<file path="config.mk">
export PLATFORM = sky130hd
export DESIGN_NAME = bitclk_divider
export DESIGN_NICKNAME = d
export VERILOG_FILES = /design/src/rtl/bitclk_pkg.sv /design/src/rtl/bitclk_presc_stage.sv /design/src/rtl/bitclk_rate_stage.sv /design/src/rtl/bitclk_ratio_guard.sv /design/src/rtl/bitclk_divider.sv
export SDC_FILE = /design/constraint.sdc
export NUM_CORES = 1
export LEC_CHECK = 0
export ABC_AREA = 1
export BUFFER_PORTS_ARGS = -buffer_cell sky130_fd_sc_hd__buf_2
export CAP_MARGIN = 20
export CORE_ASPECT_RATIO = 0.75
export CORE_MARGIN = 2
export CORE_UTILIZATION = 53
export CTS_CLUSTER_SIZE = 16
export DETAILED_ROUTE_END_ITERATION = 10
export GPL_TIMING_DRIVEN = 0
export PLACE_DENSITY = 0.71
export SKIP_LAST_GASP = 1
export SLEW_MARGIN = 40
export SYNTH_ARGS = -nofsm -noshare
export SYNTH_HDL_FRONTEND = slang
export SYNTH_SLANG_ARGS = --single-unit
</file>
<file path="constraint.sdc">
create_clock -name clk -period 7.4 [get_ports clk]
set_input_delay 0.74 -clock clk [delete_from_list [all_inputs] [get_ports clk]]
set_output_delay 0.74 -clock clk [all_outputs]
set_load 0.005 [all_outputs]
</file>
<file path="src/rtl/bitclk_pkg.sv">
package bitclk_pkg;
  localparam int unsigned PRESC_W    = 8;
  localparam int unsigned RATE_W     = 8;
  localparam int unsigned MASTER_MIN = 2;
  localparam int unsigned SLAVE_MIN  = 12;
endpackage

</file>
<file path="src/rtl/bitclk_presc_stage.sv">
module bitclk_presc_stage #(
  parameter int unsigned PW = 8
) (
  input  logic          clk,
  input  logic          rst_n,
  input  logic          run,
  input  logic [PW-1:0] presc,
  output logic          tick
);
  localparam int unsigned CW = PW - 1;

  logic [CW-1:0] cnt;
  logic [CW-1:0] half;

  assign half = presc[PW-1:1];
  assign tick = run && (cnt >= half - 1'b1);

  always_ff @(posedge clk or negedge rst_n) begin
    if (!rst_n)      cnt <= '0;
    else if (!run)   cnt <= '0;
    else if (tick)   cnt <= '0;
    else             cnt <= cnt + 1'b1;
  end

  // with a stable setting the first-stage count stays below presc/2
  a_r1_presc_bound: assert property (@(posedge clk) disable iff (!rst_n)
    (run && $past(run) && $stable(presc)) |-> (cnt < half));

  // an idle cycle leaves the first stage cleared
  a_r5_presc_clear: assert property (@(posedge clk) disable iff (!rst_n)
    !run |=> (cnt == '0));
endmodule

</file>
<file path="src/rtl/bitclk_rate_stage.sv">
module bitclk_rate_stage #(
  parameter int unsigned RW = 8
) (
  input  logic          clk,
  input  logic          rst_n,
  input  logic          run,
  input  logic          tick,
  input  logic [RW-1:0] rate,
  output logic          wrap
);
  logic [RW-1:0] cnt;

  assign wrap = tick && (cnt >= rate);

  always_ff @(posedge clk or negedge rst_n) begin
    if (!rst_n)      cnt <= '0;
    else if (!run)   cnt <= '0;
    else if (wrap)   cnt <= '0;
    else if (tick)   cnt <= cnt + 1'b1;
  end

  // with a stable rate the tick count never passes the rate value
  a_r2_rate_bound: assert property (@(posedge clk) disable iff (!rst_n)
    (run && $past(run) && $stable(rate)) |-> (cnt <= rate));

  // an idle cycle leaves the second stage cleared
  a_r5_rate_clear: assert property (@(posedge clk) disable iff (!rst_n)
    !run |=> (cnt == '0));
endmodule

</file>
<file path="src/rtl/bitclk_ratio_guard.sv">
module bitclk_ratio_guard
  import bitclk_pkg::*;
#(
  parameter int unsigned PW = PRESC_W,
  parameter int unsigned RW = RATE_W
) (
  input  logic [PW-1:0] presc,
  input  logic [RW-1:0] rate,
  input  logic          slave_mode,
  output logic          bad
);
  localparam int unsigned XW = PW + RW + 1;

  logic [XW-1:0] ratio;
  logic [XW-1:0] floor_v;
  logic          presc_ok;

  assign ratio    = XW'(presc) * (XW'(rate) + 1'b1);
  assign floor_v  = slave_mode ? XW'(SLAVE_MIN) : XW'(MASTER_MIN);
  assign presc_ok = (presc != '0) && !presc[0];
  assign bad      = !presc_ok || (ratio < floor_v);

  // zero or odd prescale always flagged
  always_comb begin
    a_r3_odd_flag: assert (!(presc[0] || presc == '0) || bad);
  end
endmodule

</file>
<file path="src/rtl/bitclk_divider.sv">
module bitclk_divider
  import bitclk_pkg::*;
#(
  parameter int unsigned PW = PRESC_W,
  parameter int unsigned RW = RATE_W
) (
  input  logic          clk,
  input  logic          rst_n,
  input  logic          en,
  input  logic [PW-1:0] presc,
  input  logic [RW-1:0] rate,
  input  logic          slave_mode,
  output logic          bclk,
  output logic          bclk_rise,
  output logic          bclk_fall,
  output logic          cfg_bad
);
  logic run;
  logic tick;
  logic wrap;

  bitclk_ratio_guard #(.PW(PW), .RW(RW)) u_guard (
    .presc      (presc),
    .rate       (rate),
    .slave_mode (slave_mode),
    .bad        (cfg_bad)
  );

  assign run = en && !cfg_bad;

  bitclk_presc_stage #(.PW(PW)) u_presc (
    .clk   (clk),
    .rst_n (rst_n),
    .run   (run),
    .presc (presc),
    .tick  (tick)
  );

  bitclk_rate_stage #(.RW(RW)) u_rate (
    .clk   (clk),
    .rst_n (rst_n),
    .run   (run),
    .tick  (tick),
    .rate  (rate),
    .wrap  (wrap)
  );

  always_ff @(posedge clk or negedge rst_n) begin
    if (!rst_n) begin
      bclk      <= 1'b0;
      bclk_rise <= 1'b0;
      bclk_fall <= 1'b0;
    end else if (!run) begin
      bclk      <= 1'b0;
      bclk_rise <= 1'b0;
      bclk_fall <= 1'b0;
    end else begin
      bclk_rise <= wrap && !bclk;
      bclk_fall <= wrap && bclk;
      if (wrap) bclk <= !bclk;
    end
  end

  // a rise strobe marks the first high cycle
  a_r6_rise_edge: assert property (@(posedge clk) disable iff (!rst_n)
    $rose(bclk_rise) |-> (bclk && !$past(bclk)));

  // a fall strobe marks the first low cycle after a high phase
  a_r6_fall_edge: assert property (@(posedge clk) disable iff (!rst_n)
    bclk_fall |-> (!bclk && $past(bclk)));

  // strobes never overlap and never last two cycles
  a_r6_one_strobe: assert property (@(posedge clk) disable iff (!rst_n)
    $onehot0({bclk_rise, bclk_fall}) && !(bclk_rise && $past(bclk_rise)));

  // an idle or illegal setting forces the clock low
  a_r5_idle_low: assert property (@(posedge clk) disable iff (!rst_n)
    !(en && !cfg_bad) |=> (!bclk && !bclk_rise && !bclk_fall));
endmodule

</file>
==> results.toml <==
[outcome]
status = "finished clean"

[logic_synthesis]
synth_area_leader_cell = "fa_1"
ys_ff_latch = 18
async_flop_share = 1.00
yosys.area_share.adder = 0.385
synth_simple_gate_area_frac = 0.305
synth_warnings = 0
synth_compound_area_frac = 0.0335
synthXorXnorAreaFrac = 0.0384
seq_area_frac_synth = 0.111
synth_area_leaders = "fa_1, ha_1, inv_1"
synth_top_family_by_area = "adder cells"
syn-num-nets = 699
syn_avg_cell_area_um2 = 7.03
syn_inst = 579
synthDistinctLibCells = 34
muxShareOfSynthArea = 0
syn_area_mm2 = 0.00407
synth-main-ff-cell = "dfrtp_1"
synth_top_area_frac = 0.207
synth_edf_count = 0

[sta]
final_max_slew_viol_count = 0
hold_violations = 0
finalCritPeriodShare = 0.918
rsz0062_at_grt = "no"
worstMarginPinSlew_ns = 0.655
worst_slack_ns = 0.609
tns_ns = 0
setup-violations-final = 0
slew_headroom = 0.562
finalCriticalPeriod_ns = 6.79
fmax_mhz = 147
finClkSkew_ns = 0.00155

[power_and_ir_drop]
clockPowerShare = 0.094
p_switching_mw = 0.489
comb_power_share = 0.795
ir_worst_vdd_mv = 0.114
power_frac_seq = 0.111
p_int_mw = 0.406
leakagePower_nw = 2.64
p_per_area_mw_per_mm2 = 205
switching_share = 0.546

[clock_network]
post_cts_resized = 0
clk_pin_slew_worst_paths_ns = 0.07
clockRootBuffer = "clkbuf_8"
cts.sinks = 18
cts_max_level = 1
clockBufferDepth = 2
hold_buffers = 0
cts_tree = "done"
clk_latency_ns = 0.26
cts_buffers = 3
cts_setup_buffers = 0

[route]
vias = 3562
drt-total-wl_mm = 8.53
drt_pass1_iterations = 6
post-route-drc-count = 0
wl_per_cell_um = 12.1
initialDrtViolationCount = 265
vias_per_cell = 5.05
postRouteAntennaNets = 0

[critical_path]
regToRegSetupSlack_ns = 5.35
path_buf_inv = 6
crit_type = "input pin to output pin"
cp_max_fo = 9
path_delay_family = "adder cells"
required_ns = 6.66
cp.arrival_ns = 6.05
end_kind = "output pin"
crit_slowest_cell = "fa_1"
max_stage_delay_ns = 0.54
startpoint_type = "input pin"

[final_layout]
stdcell_area_mm2 = 0.00436
final_cell_mix = "inv_1, nand2_1, nor2_1"
synthToLayoutAreaGrowth_pct = 7.04
seq_area_um2 = 450
nets = 725
drive_gt1_frac = 0.0778
diodes = 0
fill_cells = 683
multi_input_area_mm2 = 0.00310

[global_route]
met1_usage = 0.332
overflow = 0
grt_pass1_wl_mm = 15.4
grt_usage = 0.222
grt_max_degree = 19
first_global_vias = 3406
grtUsageMet2 = 0.337
grtUsageMet3 = 0.0457
top_usage_layer = "met2"
antenna_found_initial = 0

[floorplan]
die_width_um = 105
rows = 27
core_mm2 = 0.00740
ioPinCount = 24
die_y_um = 79.9
start_util = 0.550
design.die.area_mm2 = 0.00841

[place]
post_dp_cell_area_mm2 = 0.00430
gp_congestion = 0.922
io_buffers = 21
hpwl_mm = 7.45
place_ws_ns = 0.660

[flow_run]
max_cap_viol_count = 0

[hold_path]
hp-class = "input pin to asynchronous set/reset pin"
[final timing paths]
check,from,end,cells after the start
worst max-delay path,rate[0],cfg_bad,25
worst min-delay path,rst_n,u_presc.cnt[0],1
worst max register to register,u_presc.cnt[2],bclk,9
worst min register to register,u_presc.cnt[0],u_presc.cnt[0],1
max in group asynchronous,rst_n,u_rate.cnt[0],1
min in group clk,u_presc.cnt[0],u_presc.cnt[0],1
[registers in the layout (all words and copies together) (netlist names)]
signal,cells
u_rate.cnt,8
bclk,1
bclk_fall,1
u_presc.cnt,7
bclk_rise,1
[cells by family after synthesis]
logic type               count (synthesis)
AO/OA/AOI/OAI                           24
XOR/XNOR                                17
adder cells (fa/ha/maj)                100
buffers and inverters                  136
flip-flops                              18
AND/OR/NAND/NOR                        284
[area by class of cell]
cell class	count	area share
inverters	132	0.114
multi-input cells	425	0.712
flip-flops and latches	18	0.103
plain buffers	4	0.00517
repair buffers	21	0.0241
well taps	101	0.0290
clock buffers	4	0.0126
[per-stage QoR]
step / hold WS [ns] / cells / total power, mW / utilization
finish: 0.399 / 705 / 0.895 / 0.589
global route: 0.435 / 705 / 1.03 / 0.589
CTS: 0.410 / 705 / 0.895 / 0.589
detailed placement: 0.486 / 701 / 0.802 / 0.582
global placement: 0.477 / 701 / 0.790 / 0.582
floorplan: 0.444 / 579 / 0.664 / -
[power by group through the flow]
stage | Clock (mW) | Combinational [mW] | Sequential (mW)
2_1_floorplan | 0 | 0.562 | 0.101
3_3_place_gp | 0 | 0.689 | 0.102
3_5_place_dp | 0 | 0.700 | 0.102
4_1_cts | 0.0864 | 0.709 | 0.0996
5_1_grt | 0.0913 | 0.838 | 0.0997
6_report | 0.0844 | 0.711 | 0.0996
[per-layer routing]
| metal | wire length, um | vias to the layer above |
|---|---|---|
| met5 | 0 | - |
| met2 | 3530 | 116 |
| met4 | 48 | 0 |
| met3 | 798 | 5 |
| met1 | 4160 | 1624 |
| li1 | - | 1817 |
[cell usage after synthesis, types with 2 or more instances]
cell type / n
a21oi_1: 15
a31oi_1: 2
clkbuf_1: 3
clkinv_1: 2
dfrtp_1: 18
fa_1: 42
ha_1: 58
inv_1: 129
nand2_1: 129
nand2_2: 4
nand3_1: 28
nand3_2: 5
nand3b_1: 2
nand4_1: 15
nor2_1: 87
nor2_2: 2
nor3_1: 2
o21ai_0: 3
o21ai_2: 2
or2_2: 3
xnor2_1: 3
xor2_1: 13
(Power assumes the default switching activity.)
